File: config.mk
export PLATFORM = sky130hd
export DESIGN_NAME = ber_window_monitor
export DESIGN_NICKNAME = d
export VERILOG_FILES = /design/src/rtl/ber_mon_pkg.sv /design/src/rtl/ber_window_timer.sv /design/src/rtl/ber_err_counter.sv /design/src/rtl/ber_link_fsm.sv /design/src/rtl/ber_window_monitor.sv
export SDC_FILE = /design/constraint.sdc
export NUM_CORES = 1
export LEC_CHECK = 0
export ABC_CLOCK_PERIOD_IN_PS = 4820
export BUFFER_PORTS_ARGS = -buffer_cell sky130_fd_sc_hd__buf_2
export CAP_MARGIN = 20
export CORE_MARGIN = 10
export CORE_UTILIZATION = 45
export DETAILED_ROUTE_END_ITERATION = 10
export PLACE_DENSITY = 0.62
export SLEW_MARGIN = 40
export SYNTH_ARGS = -nofsm -noshare
export SYNTH_HDL_FRONTEND = slang
export SYNTH_SLANG_ARGS = --single-unit
File: constraint.sdc
create_clock -name clk -period 4.82 [get_ports clk]
set_clock_uncertainty 0.2 [all_clocks]
set_input_delay 0.482 -clock clk [delete_from_list [all_inputs] [get_ports clk]]
set_output_delay 0.482 -clock clk [all_outputs]
set_load 0.05 [all_outputs]
File: src/rtl/ber_mon_pkg.sv
package ber_mon_pkg;

   localparam int CODE_W    = 4;
   localparam int CODE_OFF  = 0;
   localparam int CODE_FREE = 15;
   localparam int CODE_MAXB = 14;          // largest bounded code
   localparam int WIN_W     = CODE_MAXB - 1; // ticks counter width

   typedef enum logic [1:0] {
      LQ_START = 2'd0,
      LQ_GOOD  = 2'd1,
      LQ_BAD   = 2'd2
   } lq_state_t;

   // Last tick index of a bounded window: 2^(code-1) - 1
   function automatic logic [WIN_W-1:0] win_last(input logic [CODE_W-1:0] code);
      logic [WIN_W-1:0] v;
      for (int i = 0; i < WIN_W; i++)
         v[i] = ((i + 1) < int'(code));
      return v;
   endfunction

endpackage

File: src/rtl/ber_window_timer.sv
module ber_window_timer
   import ber_mon_pkg::*;
#(
   parameter int TICK_DIV = 1250
) (
   input  logic              clk,
   input  logic              rst_n,
   input  logic              restart,
   input  logic [CODE_W-1:0] code,
   output logic              win_end
);

   localparam int PRE_W = (TICK_DIV > 1) ? $clog2(TICK_DIV) : 1;

   generate
      if (TICK_DIV < 1) begin : g_bad_div
         $error("ber_window_timer: TICK_DIV must be at least 1");
      end
   endgenerate

   logic              en;
   logic              bounded;
   logic              tick;
   logic [WIN_W-1:0]  win_ticks;
   logic [WIN_W-1:0]  last_tick;

   assign en        = (code != CODE_W'(CODE_OFF));
   assign bounded   = en && (code != CODE_W'(CODE_FREE));
   assign last_tick = win_last(code);

   generate
      if (TICK_DIV == 1) begin : g_no_pre
         assign tick = en;
      end else begin : g_pre
         logic [PRE_W-1:0] pre_cnt;
         always_ff @(posedge clk or negedge rst_n) begin
            if (!rst_n)
               pre_cnt <= '0;
            else if (restart || !en)
               pre_cnt <= '0;
            else if (pre_cnt == PRE_W'(TICK_DIV - 1))
               pre_cnt <= '0;
            else
               pre_cnt <= pre_cnt + 1'b1;
         end
         assign tick = en && (pre_cnt == PRE_W'(TICK_DIV - 1));

         assert_prescale_range_R2 : assert property (
            @(posedge clk) disable iff (!rst_n)
            32'(pre_cnt) < TICK_DIV);
      end
   endgenerate

   assign win_end = tick && bounded && !restart && (win_ticks == last_tick);

   always_ff @(posedge clk or negedge rst_n) begin
      if (!rst_n)
         win_ticks <= '0;
      else if (restart || !en)
         win_ticks <= '0;
      else if (tick)
         win_ticks <= win_end ? '0 : win_ticks + 1'b1;
   end

   // an unbounded code never closes the window
   assert_free_never_ends_R4 : assert property (
      @(posedge clk) disable iff (!rst_n)
      (code == CODE_W'(CODE_FREE)) |-> !win_end);

endmodule

File: src/rtl/ber_err_counter.sv
module ber_err_counter #(
   parameter int CNT_W = 16
) (
   input  logic             clk,
   input  logic             rst_n,
   input  logic             en,
   input  logic             restart,
   input  logic             win_end,
   input  logic             hit,
   output logic [CNT_W-1:0] count
);

   localparam logic [CNT_W-1:0] CNT_MAX = '1;

   generate
      if (CNT_W < 2) begin : g_bad_w
         $error("ber_err_counter: CNT_W must be at least 2");
      end
   endgenerate

   always_ff @(posedge clk or negedge rst_n) begin
      if (!rst_n)
         count <= '0;
      else if (restart || !en)
         count <= '0;
      else if (win_end)
         count <= hit ? CNT_W'(1) : '0;
      else if (hit && (count != CNT_MAX))
         count <= count + 1'b1;
   end

   assert_count_no_wrap_R3 : assert property (
      @(posedge clk) disable iff (!rst_n)
      (count == CNT_MAX && !restart && !win_end && en) |=> (count == CNT_MAX));

   assert_disabled_zero_R5 : assert property (
      @(posedge clk) disable iff (!rst_n)
      !en |=> (count == '0));

endmodule

File: src/rtl/ber_link_fsm.sv
module ber_link_fsm
   import ber_mon_pkg::*;
#(
   parameter int CNT_W = 16
) (
   input  logic             clk,
   input  logic             rst_n,
   input  logic             en,
   input  logic             restart,
   input  logic             win_end,
   input  logic [CNT_W-1:0] count,
   input  logic [CNT_W-1:0] threshold,
   input  logic             irq_en,
   input  logic             irq_clr,
   input  logic             linkdown_en,
   output logic             link_good,
   output logic             irq_flag,
   output logic             link_down_req
);

   lq_state_t state, state_nx;
   logic      over;
   logic      enter_bad;

   assign over = (count >= threshold);

   always_comb begin
      state_nx = state;
      if (restart || !en)
         state_nx = LQ_START;
      else if (state != LQ_BAD && over)
         state_nx = LQ_BAD;
      else if (state == LQ_BAD && win_end)
         state_nx = LQ_START;
      else if (state == LQ_START && !over)
         state_nx = LQ_GOOD;
   end

   assign enter_bad = (state_nx == LQ_BAD) && (state != LQ_BAD);

   always_ff @(posedge clk or negedge rst_n) begin
      if (!rst_n)
         state <= LQ_START;
      else
         state <= state_nx;
   end

   always_ff @(posedge clk or negedge rst_n) begin
      if (!rst_n)
         irq_flag <= 1'b0;
      else if (enter_bad && irq_en)
         irq_flag <= 1'b1;
      else if (irq_clr)
         irq_flag <= 1'b0;
   end

   assign link_good     = (state == LQ_GOOD);
   assign link_down_req = linkdown_en && (state == LQ_BAD);

   assert_bad_holds_R9 : assert property (
      @(posedge clk) disable iff (!rst_n)
      (state == LQ_BAD && en && !restart && !win_end) |=> (state == LQ_BAD));

   assert_irq_sticky_R10 : assert property (
      @(posedge clk) disable iff (!rst_n)
      (irq_flag && !irq_clr) |=> irq_flag);

endmodule

File: src/rtl/ber_window_monitor.sv
module ber_window_monitor
   import ber_mon_pkg::*;
#(
   parameter int TICK_DIV = 1250,
   parameter int CNT_W    = 16
) (
   input  logic             clk,
   input  logic             rst_n,
   input  logic             sym_valid,
   input  logic             sym_bad,
   input  logic [3:0]       code_in,
   input  logic             code_we,
   input  logic [CNT_W-1:0] threshold,
   input  logic             irq_en,
   input  logic             linkdown_en,
   input  logic             irq_clr,
   output logic [CNT_W-1:0] err_count,
   output logic             link_good,
   output logic             irq_flag,
   output logic             link_down_req
);

   logic [CODE_W-1:0] code_q;
   logic              en;
   logic              win_end;
   logic              hit;

   always_ff @(posedge clk or negedge rst_n) begin
      if (!rst_n)
         code_q <= CODE_W'(CODE_OFF);
      else if (code_we)
         code_q <= code_in;
   end

   assign en  = (code_q != CODE_W'(CODE_OFF));
   assign hit = sym_valid && sym_bad;

   ber_window_timer #(
      .TICK_DIV (TICK_DIV)
   ) u_timer (
      .clk     (clk),
      .rst_n   (rst_n),
      .restart (code_we),
      .code    (code_q),
      .win_end (win_end)
   );

   ber_err_counter #(
      .CNT_W (CNT_W)
   ) u_count (
      .clk     (clk),
      .rst_n   (rst_n),
      .en      (en),
      .restart (code_we),
      .win_end (win_end),
      .hit     (hit),
      .count   (err_count)
   );

   ber_link_fsm #(
      .CNT_W (CNT_W)
   ) u_fsm (
      .clk           (clk),
      .rst_n         (rst_n),
      .en            (en),
      .restart       (code_we),
      .win_end       (win_end),
      .count         (err_count),
      .threshold     (threshold),
      .irq_en        (irq_en),
      .irq_clr       (irq_clr),
      .linkdown_en   (linkdown_en),
      .link_good     (link_good),
      .irq_flag      (irq_flag),
      .link_down_req (link_down_req)
   );

   assert_trigger_drops_good_R8 : assert property (
      @(posedge clk) disable iff (!rst_n)
      (en && !code_we && err_count >= threshold) |=> !link_good);

   assert_restart_clears_R6 : assert property (
      @(posedge clk) disable iff (!rst_n)
      code_we |=> (err_count == '0));

endmodule

==> metrics.md, run 1 <==
| Metric | Value |
|---|---|
| Worst R2R End | u_timer.win_ticks[0]$_DFFE_PN0P_ |
| # IOs | 47 |
| MaxCap Viol Count | 0 |
| Clk Tree Root Cell | clkbuf_8 |
| Synth top cells by count | 47 x dfrtp_1, 30 x nor3_1, 27 x inv_1, 26 x nor2_1, 25 x nand2_1 |
| Rows | 30 |
| Worst Hold Path EP | u_fsm.irq_flag$_DFFE_PN0P_ |
| Hold path cells | 2 |
| Syn nets | roughly 400 |
| TritonCTS Buffers | 5 |
| Share of cells above drive strength 1 | 16.5% |
| Worst-skew pair later-pin latency | approximately 310 ps |
| Drt via density | 5.83 |
| Worst Tran Pin Value | about 690 ps |
| Reg-to-Reg Start | u_timer.g_pre.pre_cnt[1]$_DFF_PN0_ |
| PwrDens | between 200 and 250 nW/µm² |
| DRC | 0 |
| Post-synth cell types | 55 |
| CTS H-tree lvls | 2 |
| Worst vdd rail ir drop | approximately 140 µV |
| Sink Count | 47 |
| Worst endpoint required time | 4790 ps |
| Setup WS post-layout | 2060 ps |
| Crit Path Max Fanout | 29 |
| Fillers | 664 |
| Clock power share | between 30% and 40% |
| Largest buffer count on any clock path | 2 |
| Synth Flop Type | dfrtp_1 |
| Global-route wire length before repair | around 13 mm |
| Diodes inserted | 0 |
| Final Slew Violations | 0 |
| DR vias | 2,765 |
| Final nets | between 400 and 500 |
| Sw Pwr | 225 µW |
| Internal | 546 µW |
| Drt wl/cell | 15.9 µm |
| CP endpoint kind | flip-flop |
| R2R cell count | 9 |
| Final Critical Period | roughly 2800 ps |
| Status | complete, no violations |
| # port buffers | 46 |
| Synth Warn # | 0 |
| Initial antenna violation count | 0 |
| Clock tree from TritonCTS | yes |
| Pin count of the biggest net entering global routing | 48 |
| Most common cell in the netlist | dfrtp_1 |
| FFs w/ async S/R, synth | between 90% and 100% |
| Synth top area share | between 30% and 40% |
| Slew headroom | between 50% and 60% |
| Hold Fails Final Rpt | 0 |
| Fmax | 362 MHz |
| Sequential fraction of the synthesis area | about 38% |
| Cells taking the most area after synthesis | dfrtp_1 38%, ha_1 8.0%, xor2_1 5.9% |
| Area leader, netlist | dfrtp_1 |
| Core Box Area | just under 7000 µm² |
| Post-Syn Area per Cell | between 8 and 9 µm² |
| Antenna Nets Post-Route | 0 |
| CP arrival | 2730 ps |
| Seq pwr share | 54.1% |
| Worst slack, placed | ~2100 ps |
| Drt total wl | roughly 7.6 mm |
| First-pass DRT Iterations | 5 |
| DRT iter0 DRCs | between 150 and 200 |
| CP startpoint kind | flip-flop |
| Worst Hold Launch | irq_clr |
| Global-route usage over all layers | 15.0% |
| Comb power frac | ~12% |
| # setup viols final | 0 |
| WS Path Type | flip-flop to flip-flop |
| Number of synthesized flops with an enable pin | 0 |
| Die width | a little over 100 µm |
| GRT overflow | 0 |
| Initial Util | 46.3% |
| RSZ-0062 raised after global routing | no |
| Mapped cell area | about 3100 µm² |
| Final Wtd Congestion | slightly above 0.9 |
| Number of global-route vias before repair | 2,631 |
| Die ar. | around 11,000 µm² |
| Area delta synth->final | 12.2% |
| Lkg Pwr | roughly 1.6 nW |
| Clk pin slew, worst setup/hold paths | 100 ps |
| Hold Crit Class | input port to flip-flop |
| R2r setup slk | approximately 2000 ps |
| Yosys reg bits | 47 |
| Detail Placement HPWL | 5.55 mm |
| Switching share of total power | ~29% |
| Setup TNS | 0 ps |
| Fin crit share | 57.3% |
| Die H | slightly above 100 µm |
| Mapped Cells | between 300 and 400 |
critical path: stages (launching register included):
cell	delay, ps
dfrtp_1	420
inv_1	60
ha_1	130
nand4bb_1	170
nor4_4	340
o211ai_1	140
or4b_1	540
nor3_2	120
buf_4	330
o21ai_0	160
through the flow:
| step | hold slack (ps) | area, µm² | power (mW) | util, % | instances |
|---|---|---|---|---|---|
| floorplan | -13.6 | 3130 | 0.484 | - | 354 |
| global placement | 303 | 3390 | 0.517 | 50.2 | 465 |
| detailed placement | 312 | 3400 | 0.520 | 50.4 | 465 |
| CTS | 162 | 3510 | 0.782 | 51.9 | 474 |
| global route | 176 | 3510 | 0.814 | 51.9 | 474 |
| finish | 157 | 3510 | 0.771 | 51.9 | 474 |
power groups by stage:
stage	combinational, mW	sequential, mW	clock (mW)
2_1_floorplan	0.0648	0.419	0
3_3_place_gp	0.0925	0.424	0
3_5_place_dp	0.0950	0.425	0
4_1_cts	0.0963	0.417	0.269
5_1_grt	0.108	0.420	0.285
6_report	0.0951	0.418	0.259
cell usage in the layout, fill, tap and decap left out, drive strengths merged, types with 3 or more instances in the layout:
master / instances
o21ai: 13
or3: 3
nor2: 26
nor4: 4
xnor2: 12
mux2: 3
buf: 48
dfrtp: 47
nor3: 31
nor4bb: 3
o31ai: 4
a211oi: 3
nand4: 14
nand2b: 3
or4: 3
xor2: 21
clkbuf: 5
inv: 29
nand3: 21
and3: 4
ha: 20
nand2: 25
a2111oi: 3
a21o: 4
nor2b: 3
o211ai: 3
a21oi: 9
per-layer routing:
metal,track usage [%],up-vias,share of wire (%)
met4,2.99,0,0.93
met5,0,-,0
met2,25.2,67,49
met3,2.92,9,5.5
li1,-,1349,-
met1,19.6,1340,44
logic make-up after synthesis:
family	count (synthesis)	share of synthesized area (%)
DFF	47	37.6
adders and majority gates	22	8.64
buffers and inverters	44	5.76
and+or+nand+nor	150	25.7
muxes	5	1.72
xor gates and xnor gates	33	9.24
AOI/OAI and AO/OA	53	11.3
registers in the layout, summed over array words and instances, names as in the netlist:
register,count
u_timer.win_ticks,13
u_fsm.irq_flag,1
code_q,4
u_count.count,16
u_fsm.state,2
u_timer.g_pre.pre_cnt,11
worst max path at each step:
stage / start / end / slack, ps / depth (start not counted)
global route: u_timer.g_pre.pre_cnt[1]$_DFF_PN0_ / u_count.count[0]$_DFFE_PN0P_ / 1800 / 9
CTS: u_timer.g_pre.pre_cnt[1]$_DFF_PN0_ / u_count.count[0]$_DFFE_PN0P_ / 2040 / 9
finish: u_timer.g_pre.pre_cnt[1]$_DFF_PN0_ / u_timer.win_ticks[0]$_DFFE_PN0P_ / 2060 / 9
detailed placement: u_timer.g_pre.pre_cnt[1]$_DFF_PN0_ / u_timer.win_ticks[0]$_DFFE_PN0P_ / 2070 / 9
floorplan: u_count.count[1]$_DFFE_PN0P_ / u_count.count[8]$_DFFE_PN0P_ / 2330 / 7
global placement: u_timer.g_pre.pre_cnt[1]$_DFF_PN0_ / u_count.count[0]$_DFFE_PN0P_ / 2160 / 9
what timing repair did:
item                      CTS  global route
buffers inserted            0             0
hold endpoints to repair   30             0
resized for setup           0             0
hold buffers                1             0
final cells by class:
class                      instances  area [µm²]  area share [%]
inverter                          27         101            2.89
tap                               80         100            2.85
clock inverter                     3        27.5           0.784
multi-input combinational        263        1780            50.7
timing repair buffer              49         258            7.34
clock buffer                       5        68.8            1.96
sequential                        47        1180            33.5
Power figures use the tool's default switching activity.
==> run 2: changes to the inputs <==
--- a/config.mk
+++ b/config.mk
@@ -5,13 +5,13 @@
 export SDC_FILE = /design/constraint.sdc
 export NUM_CORES = 1
 export LEC_CHECK = 0
-export ABC_CLOCK_PERIOD_IN_PS = 4820
+export ABC_CLOCK_PERIOD_IN_PS = 2300
 export BUFFER_PORTS_ARGS = -buffer_cell sky130_fd_sc_hd__buf_2
 export CAP_MARGIN = 20
 export CORE_MARGIN = 10
 export CORE_UTILIZATION = 45
 export DETAILED_ROUTE_END_ITERATION = 10
-export PLACE_DENSITY = 0.62
+export PLACE_DENSITY = 0.65
 export SLEW_MARGIN = 40
 export SYNTH_ARGS = -nofsm -noshare
 export SYNTH_HDL_FRONTEND = slang
==> constraint.sdc (replaced) <==
create_clock -name clk -period 2.3 [get_ports clk]
set_clock_uncertainty 0.2 [all_clocks]
set_input_delay 0.23 -clock clk [delete_from_list [all_inputs] [get_ports clk]]
set_output_delay 0.23 -clock clk [all_outputs]
set_load 0.05 [all_outputs]
==> run 2 against run 1 <==
Largest power group unchanged. Fmax increased by 9.1%. Register-to-register slack got worse by 2300 ps. Clock-buffer cell count unchanged. Cell area increased by 19%. The run now ends with negative setup slack left. First-iteration DRC count increased by 46%.
==> metrics.md, run 2 (synthesis results as in run 1) <==
| Metric | Value |
|---|---|
| PwrDens | 405 nW/µm² |
| Share of cells above drive strength 1 | between 30% and 40% |
| # IOs | 47 |
| Clk pin slew, worst setup/hold paths | about 100 ps |
| TritonCTS Buffers | 5 |
| Internal | around 1.2 mW |
| Critical path buffer and inverter count | 3 |
| Initial Util | 46.3% |
| Drt total wl | just under 9 mm |
| Clock tree from TritonCTS | yes |
| Lkg Pwr | approximately 2.0 nW |
| Switching share of total power | 29.4% |
| Die width | between 100 and 150 µm |
| Setup WS post-layout | -231 ps |
| Die ar. | roughly 11,000 µm² |
| # port buffers | between 40 and 50 |
| Top Registers | u_count.count (16), u_timer.win_ticks (13), u_timer.g_pre.pre_cnt (11) |
| Rows | 30 |
| GRT overflow | 0 |
| Global-route wire length before repair | 14.0 mm |
| MaxCap Viol Count | 0 |
| Failing checks | negative setup slack |
| Detail Placement HPWL | 6.37 mm |
| CP startpoint kind | flip-flop |
| Clk Tree Root Cell | clkbuf_8 |
| Worst path top cell family by delay | simple AND/OR/NAND/NOR gates |
| Initial antenna violation count | 0 |
| CP endpoint kind | flip-flop |
| Area delta synth->final | 33.8% |
| Sw Pwr | 498 µW |
| Most frequent cells in the layout | 53 x buf_4, 46 x buf_2, 43 x dfrtp_1 |
| WS Path Type | flip-flop to flip-flop |
| Fin crit share | 110% |
| Largest buffer count on any clock path | 2 |
| DRC | 0 |
| Number of flip-flops in the largest register | 16 |
| Critical Path Max Stage Delay | between 500 and 600 ps |
| Final nets | 505 |
| Worst endpoint required time | between 2000 and 2500 ps |
| Hold Crit Class | input port to flip-flop |
| Clock power share | between 30% and 40% |
| DR vias | 3,007 |
| CP arrival | roughly 2500 ps |
| Fillers | ~600 |
| Global-route usage over all layers | between 15 and 20% |
| Fmax | 395 MHz |
| Worst-skew pair later-pin latency | slightly above 300 ps |
| Worst Tran Pin Value | about 620 ps |
| Number of global-route vias before repair | 2,900 |
| Biggest register | u_count.count |
| Final Slew Violations | 0 |
| Crit Path Max Fanout | 7 |
| Antenna Nets Post-Route | 0 |
| Crit path max-delay cell type | or4b_4 |
| Post-layout power | around 1.7 mW |
| Pin count of the biggest net entering global routing | 28 |
| Worst vdd rail ir drop | about 270 µV |
| CTS H-tree lvls | 2 |
| Layout Cells excl Fill | approximately 540 |
| DRT iter0 DRCs | 279 |
| Final Critical Period | ~2500 ps |
| Core Box Area | ~6800 µm² |
| Cell Count Post-Placement | ~520 |
| First-pass DRT Iterations | 4 |
| Utilization after layout | 62.0% |
| RSZ-0062 raised after global routing | yes |
| Slew headroom | between 50% and 60% |
| Die H | a little over 100 µm |
| Diodes inserted | 0 |
| # setup viols final | 30 |
| Final Wtd Congestion | about 0.89 |
| Status | complete, but fails checks |
| CP cell instances | inv_1 -> ha_2 -> nand4bb_4 -> nor4_4 -> o211ai_1 -> or4b_4 -> nor3_4 -> buf_6 -> clkbuf_16 -> nor3_1 |
| Drt via density | 5.59 |
| Most common cell after layout, fill and taps aside | buf_4 |
| Drt wl/cell | between 15 and 20 µm |
| Sink Count | 47 |
| Hold Fails Final Rpt | 0 |
| Seq pwr share | 50.7% |
| Comb power frac | 17.4% |
==> run 2: changes by cell type in the layout (fill, tap and decap cells not counted), sizes merged <==
cell,delta
dlygate4sd3,+8
buf,+55
clkbuf,+1
==> run 2: metal layers <==
layer	vias to the layer above	track usage, %	wire length (µm)
met5	-	0	0
met4	0	2.46	38
met3	4	2.99	470
met2	92	28.5	4330
met1	1433	20.7	3860
li1	1478	-	-
==> run 2: final cells by class <==
| cell class | count | area [µm²] | area share [%] |
|---|---|---|---|
| Clock buffer | 5 | 68.8 | 1.64 |
| Clock inverter | 3 | 27.5 | 0.658 |
| Inverter | 27 | 101 | 2.42 |
| Multi-Input combinational cell | 263 | 1890 | 45.2 |
| Sequential cell | 47 | 1180 | 28.2 |
| Tap cell | 80 | 100 | 2.39 |
| Timing Repair Buffer | 113 | 813 | 19.4 |
==> run 2: worst min-delay path, cell delays in order <==
cell and delay, ps:
buf_2 160, nand2_1 70, o21ai_0 70
==> run 2: repair_timing <==
item                                    CTS  global route
pin swaps                                 1             6
resized for setup                        10            19
hold buffers                              8             1
cloned                                    1             1
hold endpoints to repair                 31             1
setup buffers                             2             0
endpoints found under the setup margin   31            32
==> run 2: path summary, 6_finish.rpt <==
kind                                                    start                                to  slack (ps)  cells past startpoint
setup / recovery           u_timer.g_pre.pre_cnt[1]$_DFF_PN0_      u_count.count[1]$_DFFE_PN0P_        -230                     10
min in group asynchronous                               rst_n  u_timer.win_ticks[1]$_DFFE_PN0P_         270                      2
setup reg to reg           u_timer.g_pre.pre_cnt[1]$_DFF_PN0_      u_count.count[1]$_DFFE_PN0P_        -230                     10
hold / removal                                        code_we             code_q[2]$_DFFE_PN0P_          60                      3
hold reg to reg                    u_fsm.irq_flag$_DFFE_PN0P_        u_fsm.irq_flag$_DFFE_PN0P_         330                      2
max in group asynchronous                               rst_n             code_q[1]$_DFFE_PN0P_        1010                      3
==> run 2: power groups by stage <==
| stage | registers [mW] | clock network, mW | logic [mW] |
|---|---|---|---|
| after floorplan | 0.879 | 0 | 0.137 |
| after global placement | 0.875 | 0 | 0.259 |
| after detailed placement | 0.875 | 0 | 0.264 |
| after CTS | 0.858 | 0.558 | 0.280 |
| after global routing | 0.862 | 0.589 | 0.323 |
| final | 0.860 | 0.541 | 0.295 |
==> run 2: stage by stage <==
stage	setup TNS (ps)	instance area, µm²	setup slack [ps]	hold slack (ps)
floorplan	-2150	3140	-137	-266
global placement	-685	3810	-83.6	74.6
detailed placement	-4020	3810	-235	72.2
CTS	-4160	4070	-188	0.193
global route	-7860	4190	-327	70.1
finish	-4870	4190	-231	59.6
